File: src/rtl/cfu_pkg.sv
package cfu_pkg;

   // fetch sequencer: no read in flight, a live read, or a read whose data is to be dropped
   typedef enum logic [1:0] {
      SEQ_IDLE  = 2'd0,
      SEQ_LIVE  = 2'd1,
      SEQ_STALE = 2'd2
   } seq_state_e;

endpackage

File: src/rtl/cfu_addr_gen.sv
module cfu_addr_gen #(
   parameter int SEG_W = 16,
   parameter int OFS_W = 16,
   parameter int SHIFT = 4,
   parameter int PA_W  = 20
) (
   input  logic [SEG_W-1:0] seg,
   input  logic [OFS_W-1:0] ofs,
   output logic [PA_W-1:0]  pa
);

   localparam int BASE_W = SEG_W + SHIFT;

   logic [PA_W-1:0] base;

   // when the shifted segment is wider than the bus, upper bits fall away (modulo 2^PA_W)
   generate
      if (BASE_W > PA_W) begin : g_trunc
         logic [BASE_W-1:0] wide;
         assign wide = BASE_W'(seg) << SHIFT;
         assign base = wide[PA_W-1:0];
      end else begin : g_ext
         assign base = PA_W'(seg) << SHIFT;
      end
   endgenerate

   assign pa = base + PA_W'(ofs);

endmodule

File: src/rtl/cfu_byte_queue.sv
module cfu_byte_queue #(
   parameter int DEPTH  = 6,
   parameter int DATA_W = 8,
   parameter int CNT_W  = 3
) (
   input  logic              clk,
   input  logic              rst_n,
   input  logic              flush,
   input  logic              push,
   input  logic [DATA_W-1:0] push_data,
   input  logic              pop,
   output logic [DATA_W-1:0] head,
   output logic              nonempty,
   output logic [CNT_W-1:0]  count
);

   localparam int PTR_W = (DEPTH > 1) ? $clog2(DEPTH) : 1;

   logic [DATA_W-1:0] slots [DEPTH];
   logic [PTR_W-1:0]  wr_ptr, rd_ptr, wr_nx, rd_nx;

   generate
      if ((1 << PTR_W) == DEPTH) begin : g_pow2
         assign wr_nx = wr_ptr + PTR_W'(1);
         assign rd_nx = rd_ptr + PTR_W'(1);
      end else begin : g_mod
         assign wr_nx = (wr_ptr == PTR_W'(DEPTH - 1)) ? '0 : wr_ptr + PTR_W'(1);
         assign rd_nx = (rd_ptr == PTR_W'(DEPTH - 1)) ? '0 : rd_ptr + PTR_W'(1);
      end
   endgenerate

   always_ff @(posedge clk) begin
      if (push) slots[wr_ptr] <= push_data;
   end

   always_ff @(posedge clk) begin
      if (!rst_n || flush) begin
         wr_ptr <= '0;
         rd_ptr <= '0;
         count  <= '0;
      end else begin
         if (push) wr_ptr <= wr_nx;
         if (pop)  rd_ptr <= rd_nx;
         case ({push, pop})
            2'b10:   count <= count + CNT_W'(1);
            2'b01:   count <= count - CNT_W'(1);
            default: count <= count;
         endcase
      end
   end

   assign head     = slots[rd_ptr];
   assign nonempty = (count != '0);

endmodule

File: src/rtl/cfu_fetch_seq.sv
module cfu_fetch_seq
   import cfu_pkg::*;
#(
   parameter int          SEG_W     = 16,
   parameter int          OFS_W     = 16,
   parameter int          SHIFT     = 4,
   parameter int          PA_W      = 20,
   parameter int          DEPTH     = 6,
   parameter int          CNT_W     = 3,
   parameter int unsigned RESET_SEG = 32'hFFFF,
   parameter int unsigned RESET_OFS = 32'h0000
) (
   input  logic             clk,
   input  logic             rst_n,
   input  logic             flush,
   input  logic [SEG_W-1:0] flush_seg,
   input  logic [OFS_W-1:0] flush_ofs,
   input  logic             mem_ack,
   input  logic [CNT_W-1:0] q_count,
   input  logic             pop,
   output logic             push,
   output logic             mem_req,
   output logic [PA_W-1:0]  mem_addr
);

   seq_state_e       state;
   logic [SEG_W-1:0] seg_q;
   logic [OFS_W-1:0] ofs_q;
   logic [OFS_W-1:0] ofs_adv;
   logic [PA_W-1:0]  req_addr_q;
   logic [PA_W-1:0]  next_pa;
   logic [CNT_W:0]   occ_after;
   logic             acked, slot_open, issue;

   assign acked     = (state != SEQ_IDLE) && mem_ack;
   assign push      = (state == SEQ_LIVE) && mem_ack && !flush;
   assign ofs_adv   = ofs_q + OFS_W'(push);
   assign occ_after = {1'b0, q_count} + (CNT_W+1)'(push) - (CNT_W+1)'(pop);
   assign slot_open = (state == SEQ_IDLE) || acked;
   assign issue     = slot_open && !flush && (occ_after < (CNT_W+1)'(DEPTH));

   cfu_addr_gen #(
      .SEG_W (SEG_W),
      .OFS_W (OFS_W),
      .SHIFT (SHIFT),
      .PA_W  (PA_W)
   ) u_agen (
      .seg (seg_q),
      .ofs (ofs_adv),
      .pa  (next_pa)
   );

   always_ff @(posedge clk) begin
      if (!rst_n) begin
         state      <= SEQ_IDLE;
         seg_q      <= SEG_W'(RESET_SEG);
         ofs_q      <= OFS_W'(RESET_OFS);
         req_addr_q <= '0;
      end else if (flush) begin
         seg_q <= flush_seg;
         ofs_q <= flush_ofs;
         state <= (state != SEQ_IDLE && !mem_ack) ? SEQ_STALE : SEQ_IDLE;
      end else begin
         ofs_q <= ofs_adv;
         if (issue) begin
            state      <= SEQ_LIVE;
            req_addr_q <= next_pa;
         end else if (acked) begin
            state <= SEQ_IDLE;
         end
      end
   end

   assign mem_req  = (state != SEQ_IDLE);
   assign mem_addr = req_addr_q;

endmodule

File: src/rtl/seg_prefetch_unit.sv
module seg_prefetch_unit #(
   parameter int          SEG_W     = 16,
   parameter int          OFS_W     = 16,
   parameter int          SHIFT     = 4,
   parameter int          PA_W      = 20,
   parameter int          DEPTH     = 6,
   parameter int          DATA_W    = 8,
   parameter int unsigned RESET_SEG = 32'hFFFF,
   parameter int unsigned RESET_OFS = 32'h0000
) (
   input  logic              clk,
   input  logic              rst_n,
   input  logic              flush_req,
   input  logic [SEG_W-1:0]  flush_seg,
   input  logic [OFS_W-1:0]  flush_ofs,
   output logic              mem_req,
   output logic [PA_W-1:0]   mem_addr,
   input  logic              mem_ack,
   input  logic [DATA_W-1:0] mem_rdata,
   output logic              out_valid,
   output logic [DATA_W-1:0] out_byte,
   input  logic              out_ready
);

   localparam int CNT_W = $clog2(DEPTH + 1);

   generate
      if (DEPTH < 2) begin : g_bad_depth
         $error("seg_prefetch_unit: DEPTH must be at least 2");
      end
      if (SHIFT < 1) begin : g_bad_shift
         $error("seg_prefetch_unit: SHIFT must be at least 1");
      end
      if (OFS_W > PA_W || SEG_W > PA_W) begin : g_bad_width
         $error("seg_prefetch_unit: segment and offset must fit the physical address");
      end
   endgenerate

   logic             push, pop;
   logic [CNT_W-1:0] q_count;

   assign pop = out_valid && out_ready && !flush_req;

   cfu_fetch_seq #(
      .SEG_W     (SEG_W),
      .OFS_W     (OFS_W),
      .SHIFT     (SHIFT),
      .PA_W      (PA_W),
      .DEPTH     (DEPTH),
      .CNT_W     (CNT_W),
      .RESET_SEG (RESET_SEG),
      .RESET_OFS (RESET_OFS)
   ) u_seq (
      .clk       (clk),
      .rst_n     (rst_n),
      .flush     (flush_req),
      .flush_seg (flush_seg),
      .flush_ofs (flush_ofs),
      .mem_ack   (mem_ack),
      .q_count   (q_count),
      .pop       (pop),
      .push      (push),
      .mem_req   (mem_req),
      .mem_addr  (mem_addr)
   );

   cfu_byte_queue #(
      .DEPTH  (DEPTH),
      .DATA_W (DATA_W),
      .CNT_W  (CNT_W)
   ) u_queue (
      .clk       (clk),
      .rst_n     (rst_n),
      .flush     (flush_req),
      .push      (push),
      .push_data (mem_rdata),
      .pop       (pop),
      .head      (out_byte),
      .nonempty  (out_valid),
      .count     (q_count)
   );

endmodule

File: config.mk
export PLATFORM = sky130hd
export DESIGN_NAME = seg_prefetch_unit
export DESIGN_NICKNAME = d
export VERILOG_FILES = /design/src/rtl/cfu_pkg.sv /design/src/rtl/cfu_addr_gen.sv /design/src/rtl/cfu_byte_queue.sv /design/src/rtl/cfu_fetch_seq.sv /design/src/rtl/seg_prefetch_unit.sv
export SDC_FILE = /design/constraint.sdc
export NUM_CORES = 1
export LEC_CHECK = 0
export ABC_AREA = 0
export BUFFER_PORTS_ARGS = -buffer_cell sky130_fd_sc_hd__buf_2
export CAP_MARGIN = 10
export CORE_MARGIN = 2
export CORE_UTILIZATION = 62
export DETAILED_ROUTE_END_ITERATION = 10
export PLACE_DENSITY = 0.81
export RECOVER_POWER = 100
export SLEW_MARGIN = 15
export SYNTH_ARGS = -nofsm -noshare
export SYNTH_HDL_FRONTEND = slang
export SYNTH_HIERARCHICAL = 1
export SYNTH_SLANG_ARGS = --single-unit
File: constraint.sdc
create_clock -name clk -period 9.05 [get_ports clk]
set_input_delay 0.905 -clock clk [delete_from_list [all_inputs] [get_ports clk]]
set_output_delay 0.905 -clock clk [all_outputs]
set_load 0.02 [all_outputs]
==> flow_metrics.env, run 1 <==
export IMPL_status="complete, but fails checks"
export IMPL_violations="max-capacitance violations, max-slew violations"
export IMPL_path_cells="clkbuf_1 -> and3b_1 -> ha_1 -> nor2b_1 -> fa_1 -> xnor2_1 -> o2111ai_1 -> mux2i_1 -> mux2i_1"
export IMPL_r2r_start="u_queue/count[0]"
export IMPL_hold_buffers=0
export IMPL_start_kind="input port"
export IMPL_ir_drop_v=0.000149
export IMPL_clkSinkCount=114
export IMPL_clock_skew_ps=12.8
export IMPL_met1_length_um=4880
export IMPL_start_util=0.643
export IMPL_grt_overflow=0
export IMPL_yosysWarningCount=6
export IMPL_p_switching_uw=358
export IMPL_ctsHtreeMaxLevel=4
export IMPL_critPathArrivalTime_ps=6330
export IMPL_fp_dieH_um=99.6
export IMPL_synth_area_per_cell_um2=11.3
export IMPL_cts_setup_buffers=0
export IMPL_worstHoldStart="u_seq/mem_addr[3]"
export IMPL_drt_first_pass_iters=7
export IMPL_route_met3_wl_um=513
export IMPL_coreArea_mm2=0.00881
export IMPL_p_seq_frac=0.424
export IMPL_intPower_uw=997
export IMPL_reg2reg_slack_ps=4280
export IMPL_async_flop_share=0
export IMPL_ys_flop_type="dfxtp_1"
export IMPL_synth_seq_area_share=0.488
export IMPL_path_clk_slew_ps=60
export IMPL_power_density_mw_per_mm2=208
export IMPL_syn_area_mm2=0.00566
export IMPL_r2r_cells=9
export IMPL_drive_above_1_share=0.175
export IMPL_hpwl_um=7830
export IMPL_wire_per_inst_um=16.6
export IMPL_yosysMostFrequentCell="nand2_1"
export IMPL_grt_max_degree=76
export IMPL_pwr_share_comb=0.128
export IMPL_fill_cells=597
export IMPL_synth_edf_count=48
export IMPL_synthTopCellsByCount="nand2_1, dfxtp_1, edfxtp_1"
export IMPL_pwr_share_clk=0.448
export IMPL_ant_nets=0
export IMPL_yosysUniqueCellTypes=63
export IMPL_worstMarginPinSlew_ps=2710
export IMPL_rr_endpoint="u_seq/mem_addr[14]"
export IMPL_area_growth_pct=14.9
export IMPL_routed_wl_um=11400
export IMPL_synthTopCellsByArea="edfxtp_1, dfxtp_1, mux2i_1"
export IMPL_path_common_cell="mux2i_1"
export IMPL_p_total_mw=1.36
export IMPL_fin_crit_sh=0.668
export IMPL_synth_top_area_frac=0.255
export IMPL_hold_class="reg2reg"
export IMPL_fin_crit_ps=6050
export IMPL_yosysTopAreaCell="edfxtp_1"
export IMPL_path_max_fanout=41
export IMPL_io_buffers=74
export IMPL_max_freq_mhz=165
export IMPL_critPathBufInv=1
export IMPL_remaining_drc_errors=0
export IMPL_grt_pass1_vias=4006
export IMPL_clock_latency_ps=510
export IMPL_io_pins=75
export IMPL_clk_path_buf_depth=2
export IMPL_place_congestion=0.866
export IMPL_cts_resized=0
export IMPL_hold_viol=0
export IMPL_synth_seq_cells=114
export IMPL_fp_dieW_um=99.6
export IMPL_die_area_mm2=0.00991
export IMPL_critPathTopFamily="multiplexers"
export IMPL_root_buffer="clkbuf_8"
export IMPL_fp_row_count=34
export IMPL_setup_violations_final=0
export IMPL_slew_violations=64
export IMPL_antenna_found_initial=0
export IMPL_vias_per_cell=5.78
export IMPL_p_sw_frac=0.264
export IMPL_cts_tree="yes"
export IMPL_max_stage_delay_ps=2070
export IMPL_vias=3987
export IMPL_met2_length_um=5820
export IMPL_tns_ps=0
export IMPL_worst_setup_path_type="in2reg"
export IMPL_grt_pass1_wl_um=19000
export IMPL_p_leak_nw=2.59
export IMPL_numCtsBuffers=17
export IMPL_hold_end="u_seq/mem_addr[3]"
export IMPL_relSlewSlack=-0.858
export IMPL_synthCells=499
export IMPL_antennaDiodeCount=0
export IMPL_rsz0062_at_grt="false"
export IMPL_required_ps=9330
export IMPL_fin_nets=635
export IMPL_hold_slack_ps=458
export IMPL_first_iter_violations=201
export IMPL_cp_end_kind="flip-flop"
export IMPL_slowest_stage="mux2i_1"
export IMPL_grt_use_total=0.244
export IMPL_syn_nets=565
export IMPL_maxCapViolCount=2
export IMPL_highest_layer="met4"
export IMPL_hold_depth=2
-- cell families after synthesis --
| group | count (synthesis) | synth area share |
|---|---|---|
| adders and majority gates | 21 | 0.0504 |
| and+or+nand+nor | 161 | 0.140 |
| buffers and inverters | 42 | 0.0398 |
| AOI/OAI and AO/OA | 70 | 0.100 |
| muxes | 65 | 0.141 |
| xor gates and xnor gates | 26 | 0.0402 |
| DFF | 114 | 0.488 |
-- registers in the layout, indices dropped and copies added, names as in the netlist, named ones only --
signal / cells
u_seq/mem_addr: 20
u_queue/rd_ptr: 3
u_queue/slots: 48
u_seq/state: 2
u_queue/count: 3
u_seq/seg_q: 16
u_seq/ofs_q: 16
u_queue/wr_ptr: 3
-- through the flow --
| stage | instances | cell area, µm² | utilization | setup WS, ps |
|---|---|---|---|---|
| 6_report | 690 | 6500 | 0.738 | 3000 |
| 5_1_grt | 690 | 6500 | 0.738 | 2440 |
| 4_1_cts | 690 | 6580 | 0.748 | 4840 |
| 3_5_place_dp | 658 | 6040 | 0.685 | 4370 |
| 3_3_place_gp | 658 | 6040 | 0.685 | 4420 |
| 2_1_floorplan | 499 | 5660 | - | 5370 |
-- layer usage --
metal / up-vias / global-route usage
li1: 1943 / -
met1: 1922 / 0.293
met2: 100 / 0.428
met3: 22 / 0.0604
met4: 0 / 0.0854
met5: - / 0
-- cells in the final DEF, fill, tap and decap left out, types with 5 or more instances in the layout --
cell type  instances
nand2_1           77
dfxtp_1           66
edfxtp_1          48
clkbuf_1          43
mux2i_1           41
buf_2             35
ha_1              18
nor2_1            17
clkbuf_16         16
a21oi_1           16
inv_1             15
nand3_1           14
xnor2_1           13
xor2_1            13
o21ai_0           11
nand2b_1           9
mux4_2             8
o21ba_2            8
mux2_4             6
mux2_2             6
nor3_1             6
inv_6              5
nor3b_1            5
or3_1              5
a21o_1             5
-- layout make-up --
cell class | count | area, µm² | area share
Timing Repair Buffer | 78 | 340 | 0.0523
Clock buffer | 18 | 418 | 0.0643
Tap cell | 108 | 135 | 0.0208
Clock inverter | 14 | 129 | 0.0198
Inverter | 15 | 56.3 | 0.00866
Multi-Input combinational cell | 343 | 2660 | 0.409
Sequential cell | 114 | 2760 | 0.425
-- how the worst max path moves through the flow --
| stage | slack (ps) | to | from | cells past startpoint |
|---|---|---|---|---|
| finish | 3000 | u_seq/mem_addr[14] | flush_req | 9 |
| global route | 2440 | u_seq/mem_addr[16] | flush_req | 9 |
| CTS | 4840 | u_seq/mem_addr[17] | flush_req | 14 |
| detailed placement | 4370 | u_seq/mem_addr[17] | flush_req | 14 |
| global placement | 4420 | u_seq/mem_addr[17] | flush_req | 14 |
| floorplan | 5370 | u_seq/mem_addr[19] | flush_req | 14 |
-- power groups by stage --
stage | Combinational, mW | Clock (mW) | Sequential [mW]
after detailed placement | 0.175 | 0 | 0.584
after global routing | 0.191 | 0.642 | 0.576
final | 0.173 | 0.608 | 0.574
after CTS | 0.176 | 0.617 | 0.574
after global placement | 0.172 | 0 | 0.583
after floorplan | 0.119 | 0 | 0.593
-- worst reg2reg max path: cells and delay by family, from the launching register on --
family / cells / cell delay (ps)
AO/OA/AOI/OAI: 1 / 150
XOR/XNOR: 1 / 250
adder cells (fa/ha/maj): 2 / 740
flip-flops: 1 / 350
multiplexers: 2 / 2330
AND/OR/NAND/NOR: 3 / 720
Power figures use the tool's default switching activity.
==> run 2: changes to the inputs <==
--- a/config.mk
+++ b/config.mk
@@ -5,13 +5,13 @@
 export SDC_FILE = /design/constraint.sdc
 export NUM_CORES = 1
 export LEC_CHECK = 0
-export ABC_AREA = 0
+export ABC_AREA = 1
 export BUFFER_PORTS_ARGS = -buffer_cell sky130_fd_sc_hd__buf_2
 export CAP_MARGIN = 10
 export CORE_MARGIN = 2
-export CORE_UTILIZATION = 62
+export CORE_UTILIZATION = 58
 export DETAILED_ROUTE_END_ITERATION = 10
-export PLACE_DENSITY = 0.81
+export PLACE_DENSITY = 0.76
 export RECOVER_POWER = 100
 export SLEW_MARGIN = 15
 export SYNTH_ARGS = -nofsm -noshare
==> constraint.sdc (replaced) <==
create_clock -name clk -period 5.65 [get_ports clk]
set_input_delay 0.565 -clock clk [delete_from_list [all_inputs] [get_ports clk]]
set_output_delay 0.565 -clock clk [all_outputs]
set_load 0.02 [all_outputs]
==> run 2 against run 1 <==
  * The run still ends with max-capacitance violations, max-slew violations left
  * Sequential power increased by 60%
  * Worst setup slack got worse by 1800 ps
  * Core utilization decreased by 4.9 points
  * Via count increased by 29%
  * Critical endpoint is now u_seq/mem_addr[15]
  * Largest cell class unchanged
  * Largest power group unchanged
  * Highest routed layer unchanged
==> flow_metrics.env, run 2 <==
export IMPL_grt_overflow=0
export IMPL_fin_ws_ps=1230
export IMPL_dpl_instance_area_mm2=0.00626
export IMPL_yosysUniqueCellTypes=34
export IMPL_numCtsBuffers=17
export IMPL_cts_setup_buffers=0
export IMPL_max_freq_mhz=226
export IMPL_multiInputGateArea_mm2=0.00255
export IMPL_ctsHtreeMaxLevel=4
export IMPL_fin_nets=908
export IMPL_fin_crit_ps=4420
export IMPL_setup_violations_final=0
export IMPL_cp_end_kind="flip-flop"
export IMPL_final_cell_area_mm2=0.00677
export IMPL_syn_area_mm2=0.00588
export IMPL_syn_nets=843
export IMPL_area_growth_pct=15.0
export IMPL_status="complete, but fails checks"
export IMPL_fin_crit_sh=0.782
export IMPL_synthCells=777
export IMPL_maxCapViolCount=1
export IMPL_hold_buffers=0
export IMPL_tns_ps=0
export IMPL_antennaDiodeCount=0
export IMPL_root_buffer="clkbuf_8"
export IMPL_grt_pass1_wl_um=22300
export IMPL_required_ps=6110
export IMPL_io_pins=75
export IMPL_clkSinkCount=114
export IMPL_start_kind="flip-flop"
export IMPL_fp_dieH_um=105
export IMPL_cts_tree="yes"
export IMPL_yosysTopAreaCell="edfxtp_1"
export IMPL_drt_first_pass_iters=5
export IMPL_grt_pass1_vias=4838
export IMPL_first_iter_violations=417
export IMPL_ir_drop_v=0.000180
export IMPL_vias_per_cell=5.20
export IMPL_remaining_drc_errors=0
export IMPL_layout_commonest_cell="nand2_1"
export IMPL_die_area_mm2=0.0110
export IMPL_largest_reg_flops=48
export IMPL_cts_resized=0
export IMPL_routed_wl_um=13400
export IMPL_synth_top_area_frac=0.245
export IMPL_worstMarginPinSlew_ps=1740
export IMPL_path_max_fanout=22
export IMPL_ys_flop_type="dfxtp_1"
export IMPL_p_total_mw=2.25
export IMPL_hold_viol=0
export IMPL_vias=5142
export IMPL_grt_use_total=0.256
export IMPL_wire_per_inst_um=13.6
export IMPL_power_density_mw_per_mm2=332
export IMPL_place_congestion=0.941
export IMPL_synth_area_per_cell_um2=7.57
export IMPL_hold_class="in2reg"
export IMPL_crit_start="u_queue/count[0]"
export IMPL_hpwl_um=9460
export IMPL_synth_seq_area_share=0.469
export IMPL_rsz0062_at_grt="false"
export IMPL_fp_dieW_um=105
export IMPL_async_flop_share=0
export IMPL_r2r_start="u_queue/count[0]"
export IMPL_antenna_found_initial=0
export IMPL_synthTopCellsByCount="nand2_1, nor2_1, inv_1"
export IMPL_critPathArrivalTime_ps=4880
export IMPL_clock_latency_ps=530
export IMPL_clock_skew_ps=9.19
export IMPL_yosysMostFrequentCell="nand2_1"
export IMPL_grt_max_degree=42
export IMPL_synth_edf_count=48
export IMPL_relSlewSlack=-0.160
export IMPL_seqCellArea_mm2=0.00276
export IMPL_worstHoldStart="flush_seg[4]"
export IMPL_violations="max-capacitance violations, max-slew violations"
export IMPL_coreArea_mm2=0.00982
export IMPL_path_clk_slew_ps=60
export IMPL_clk_path_buf_depth=2
export IMPL_ant_nets=0
export IMPL_largest_register="u_queue/slots"
export IMPL_io_buffers=74
export IMPL_synth_seq_cells=114
export IMPL_synthTopCellsByArea="edfxtp_1, dfxtp_1, nand2_1"
export IMPL_fp_row_count=36
export IMPL_p_leak_nw=3.26
export IMPL_hold_slack_ps=247
export IMPL_place_ws_ps=1730
export IMPL_slew_violations=42
export IMPL_reg2reg_slack_ps=1230
export IMPL_start_util=0.599
export IMPL_drive_above_1_share=0.0936
export IMPL_yosysWarningCount=6
export IMPL_layout_common_cells="nand2_1, nor2_1, inv_1, dfxtp_1, nand3_1"
export IMPL_worst_setup_path_type="reg2reg"
export IMPL_fill_cells=871
run 2: changes by cell type after synthesis, sizes merged, moves of 21 or more:
cell   delta
inv      +88
mux2i    -41
nand2   +142
nand3    +48
nand4    +21
nor2    +104
run 2: logic make-up after synthesis:
logic type	synth area share
AO/OA/AOI/OAI	0.0376
AND/OR/NAND/NOR	0.324
adder cells (fa/ha/maj)	0.0485
XOR/XNOR	0.0238
flip-flops	0.469
buffers and inverters	0.0970
run 2: report_power, final:
| group | switching (mW) | internal [mW] |
|---|---|---|
| logic | 0.198 | 0.106 |
| registers | 0.0251 | 0.892 |
| clock network | 0.396 | 0.630 |
| total | 0.619 | 1.63 |
run 2: per-layer routing:
layer / vias up / part of all wire / global-route usage
li1: 2599 / - / -
met1: 2355 / 0.42 / 0.308
met2: 167 / 0.51 / 0.450
met3: 21 / 0.053 / 0.0574
met4: 0 / 0.016 / 0.0905
met5: - / 0 / 0
run 2: final timing paths:
| check | to | cells past startpoint |
|---|---|---|
| worst max-delay path | u_seq/mem_addr[15] | 13 |
| worst min-delay path | u_seq/seg_q[4] | 3 |
| worst max register to register | u_seq/mem_addr[15] | 13 |
| worst min register to register | u_seq/seg_q[11] | 2 |
run 2: cell type report:
type	instances	area share
clock inverter	15	0.0235
clock buffer	17	0.0612
tap	133	0.0246
sequential	114	0.408
inverter	103	0.0573
timing repair buffer	77	0.0492
multi-input combinational	529	0.376
run 2: worst max-delay path: stages, from the launching register on:
cell     delay, ps
dfxtp_1        360
or3_1          420
nand2_1         90
nor2_1          80
ha_1           320
nor4_1         400
fa_1           500
o21ai_0         90
a21oi_1         60
nor2_1        1000
nand2_1        170
nor2_2         640
nor2_1          90
nor2_1         120
run 2: per-stage QoR:
step / instances / util
finish: 988 / 0.689
global route: 988 / 0.689
global placement: 956 / 0.638
floorplan: 777 / -
detailed placement: 956 / 0.638
CTS: 988 / 0.696
==> run 3: changes to the inputs <==
--- a/config.mk
+++ b/config.mk
@@ -9,9 +9,9 @@
 export BUFFER_PORTS_ARGS = -buffer_cell sky130_fd_sc_hd__buf_2
 export CAP_MARGIN = 10
 export CORE_MARGIN = 2
-export CORE_UTILIZATION = 58
+export CORE_UTILIZATION = 53
 export DETAILED_ROUTE_END_ITERATION = 10
-export PLACE_DENSITY = 0.76
+export PLACE_DENSITY = 0.73
 export RECOVER_POWER = 100
 export SLEW_MARGIN = 15
 export SYNTH_ARGS = -nofsm -noshare
==> constraint.sdc (replaced) <==
create_clock -name clk -period 3.6 [get_ports clk]
set_input_delay 0.36 -clock clk [delete_from_list [all_inputs] [get_ports clk]]
set_output_delay 0.36 -clock clk [all_outputs]
set_load 0.02 [all_outputs]
==> run 3 against run 2 <==
  * The run now ends clean
  * Sequential power up 57%
  * Critical path type unchanged
  * Core utilization down 5.6 points
  * Register-to-register slack lost 880 ps
  * Combinational power up 58%
  * Non-clock buffer count rose by 6
  * Largest cell class unchanged
  * Wire length rose by 0.18%
==> flow_metrics.env, run 3 (same netlist as run 2, synthesis figures left out) <==
export IMPL_status="complete, no violations"
export IMPL_grt_overflow=0
export IMPL_remaining_drc_errors=0
export IMPL_ant_nets=0
export IMPL_wire_per_inst_um=13.4
export IMPL_coreArea_mm2=0.0108
export IMPL_r2r_start="u_seq/state[0]"
export IMPL_slew_violations=0
export IMPL_ir_drop_v=0.000379
export IMPL_worstHoldStart="flush_seg[15]"
export IMPL_grt_pass1_wl_um=21600
export IMPL_critPathArrivalTime_ps=3670
export IMPL_fin_crit_sh=0.903
export IMPL_pwr_share_clk=0.461
export IMPL_fp_row_count=38
export IMPL_path_clk_slew_ps=60
export IMPL_drt_first_pass_iters=5
export IMPL_p_sw_frac=0.256
export IMPL_setup_violations_final=0
export IMPL_cts_tree="yes"
export IMPL_drive_above_1_share=0.109
export IMPL_fp_dieH_um=109
export IMPL_root_buffer="clkbuf_8"
export IMPL_vias=5136
export IMPL_rr_endpoint="u_seq/mem_addr[15]"
export IMPL_hold_buffers=0
export IMPL_area_growth_pct=16.7
export IMPL_start_util=0.543
export IMPL_reg2reg_slack_ps=350
export IMPL_vias_per_cell=5.13
export IMPL_antenna_found_initial=0
export IMPL_io_pins=75
export IMPL_grt_max_degree=42
export IMPL_hpwl_um=9610
export IMPL_routed_wl_um=13400
export IMPL_hold_viol=0
export IMPL_worst_setup_path_type="reg2reg"
export IMPL_maxCapViolCount=0
export IMPL_crit_start="u_seq/state[0]"
export IMPL_ctsHtreeMaxLevel=4
export IMPL_first_iter_violations=285
export IMPL_clk_path_buf_depth=2
export IMPL_path_max_fanout=4
export IMPL_layout_commonest_cell="nand2_1"
export IMPL_r2r_cells=22
export IMPL_final_util=0.633
export IMPL_intPower_mw=2.66
export IMPL_place_congestion=0.985
export IMPL_relSlewSlack=0.336
export IMPL_clock_skew_ps=7.83
export IMPL_largest_reg_flops=48
export IMPL_start_kind="flip-flop"
export IMPL_antennaDiodeCount=0
export IMPL_required_ps=4010
export IMPL_clkSinkCount=114
export IMPL_pwr_share_comb=0.135
export IMPL_largest_register="u_queue/slots"
export IMPL_clock_latency_ps=520
export IMPL_max_freq_mhz=308
export IMPL_numCtsBuffers=17
export IMPL_layout_common_cells="nand2_1, nor2_1, inv_1, dfxtp_1, nand3_1"
export IMPL_cp_end_kind="flip-flop"
export IMPL_fill_cells=952
export IMPL_fin_nets=914
export IMPL_die_area_mm2=0.0120
export IMPL_power_density_mw_per_mm2=519
export IMPL_grt_use_total=0.237
export IMPL_grt_pass1_vias=4760
export IMPL_worstMarginPinSlew_ps=995
export IMPL_hold_depth=3
export IMPL_hold_class="in2reg"
export IMPL_cts_setup_buffers=0
export IMPL_p_switching_uw=912
export IMPL_io_buffers=74
export IMPL_hold_end="u_seq/seg_q[15]"
export IMPL_p_seq_frac=0.404
export IMPL_fin_crit_ps=3250
export IMPL_fp_dieW_um=109
export IMPL_p_total_mw=3.57
export IMPL_p_leak_nw=3.32
run 3: metrics by stage:
step | hold WS (ps) | TNS, ps | setup slack (ps) | instances | cell area [µm²]
floorplan | 435 | 0 | 268 | 777 | 5880
global placement | 452 | 0 | 336 | 969 | 6320
detailed placement | 454 | 0 | 246 | 969 | 6320
CTS | 23.5 | 0 | 203 | 1001 | 6900
global route | 41.6 | -6.34 | -6.34 | 1001 | 6870
finish | 46.7 | 0 | 348 | 1001 | 6870
run 3: worst max-delay path, stage by stage, from the launching register on:
cell and delay [ps]:
dfxtp_1 350, nand2_1 100, nor3_2 170, ha_1 220
ha_1 190, nand2_1 100, nor2_4 140, nand3_2 120
nor2_2 160, xor2_1 240, ha_1 330, nand2_1 90
nand2_1 70, a21oi_1 190, nand2_1 150, nand2_1 120
nand2_1 60, nand2_1 50, nand2_1 40, inv_1 50
nand4_1 80, nand2_1 90, nor2_1 40
run 3: layout make-up:
type                            count  area, µm²  area share
Inverter                          103        389      0.0567
Clock buffer                       22        453      0.0660
Clock inverter                     10        133      0.0193
Tap cell                          140        175      0.0255
Multi-Input combinational cell    529       2570       0.374
Sequential cell                   114       2760       0.402
Timing Repair Buffer               83        388      0.0565
run 3: power groups by stage:
| stage | registers, mW | logic [mW] | clock network [mW] |
|---|---|---|---|
| CTS | 1.44 | 0.485 | 1.67 |
| global route | 1.45 | 0.543 | 1.73 |
| global placement | 1.47 | 0.468 | 0 |
| finish | 1.44 | 0.480 | 1.64 |
| floorplan | 1.49 | 0.322 | 0 |
| detailed placement | 1.47 | 0.479 | 0 |
run 3: how the worst max path moves through the flow:
| stage | endpoint | slack (ps) | cells after the start |
|---|---|---|---|
| global route | u_seq/mem_addr[15] | -6 | 24 |
| floorplan | u_seq/mem_addr[19] | 270 | 25 |
| finish | u_seq/mem_addr[15] | 350 | 22 |
| CTS | u_seq/mem_addr[15] | 200 | 22 |
| detailed placement | u_seq/mem_addr[19] | 250 | 25 |
| global placement | u_seq/mem_addr[19] | 340 | 25 |
run 3: routing by layer:
metal	vias up	global-route usage	part of all wire
li1	2612	-	-
met1	2351	0.272	0.42
met2	151	0.413	0.50
met3	22	0.0605	0.056
met4	0	0.111	0.021
met5	-	0	0
run 3: timing repair:
action / in CTS / in global routing
gates resized for setup: 0 / 4
endpoints found under the hold margin: 0 / 0
setup endpoints to repair: 0 / 7
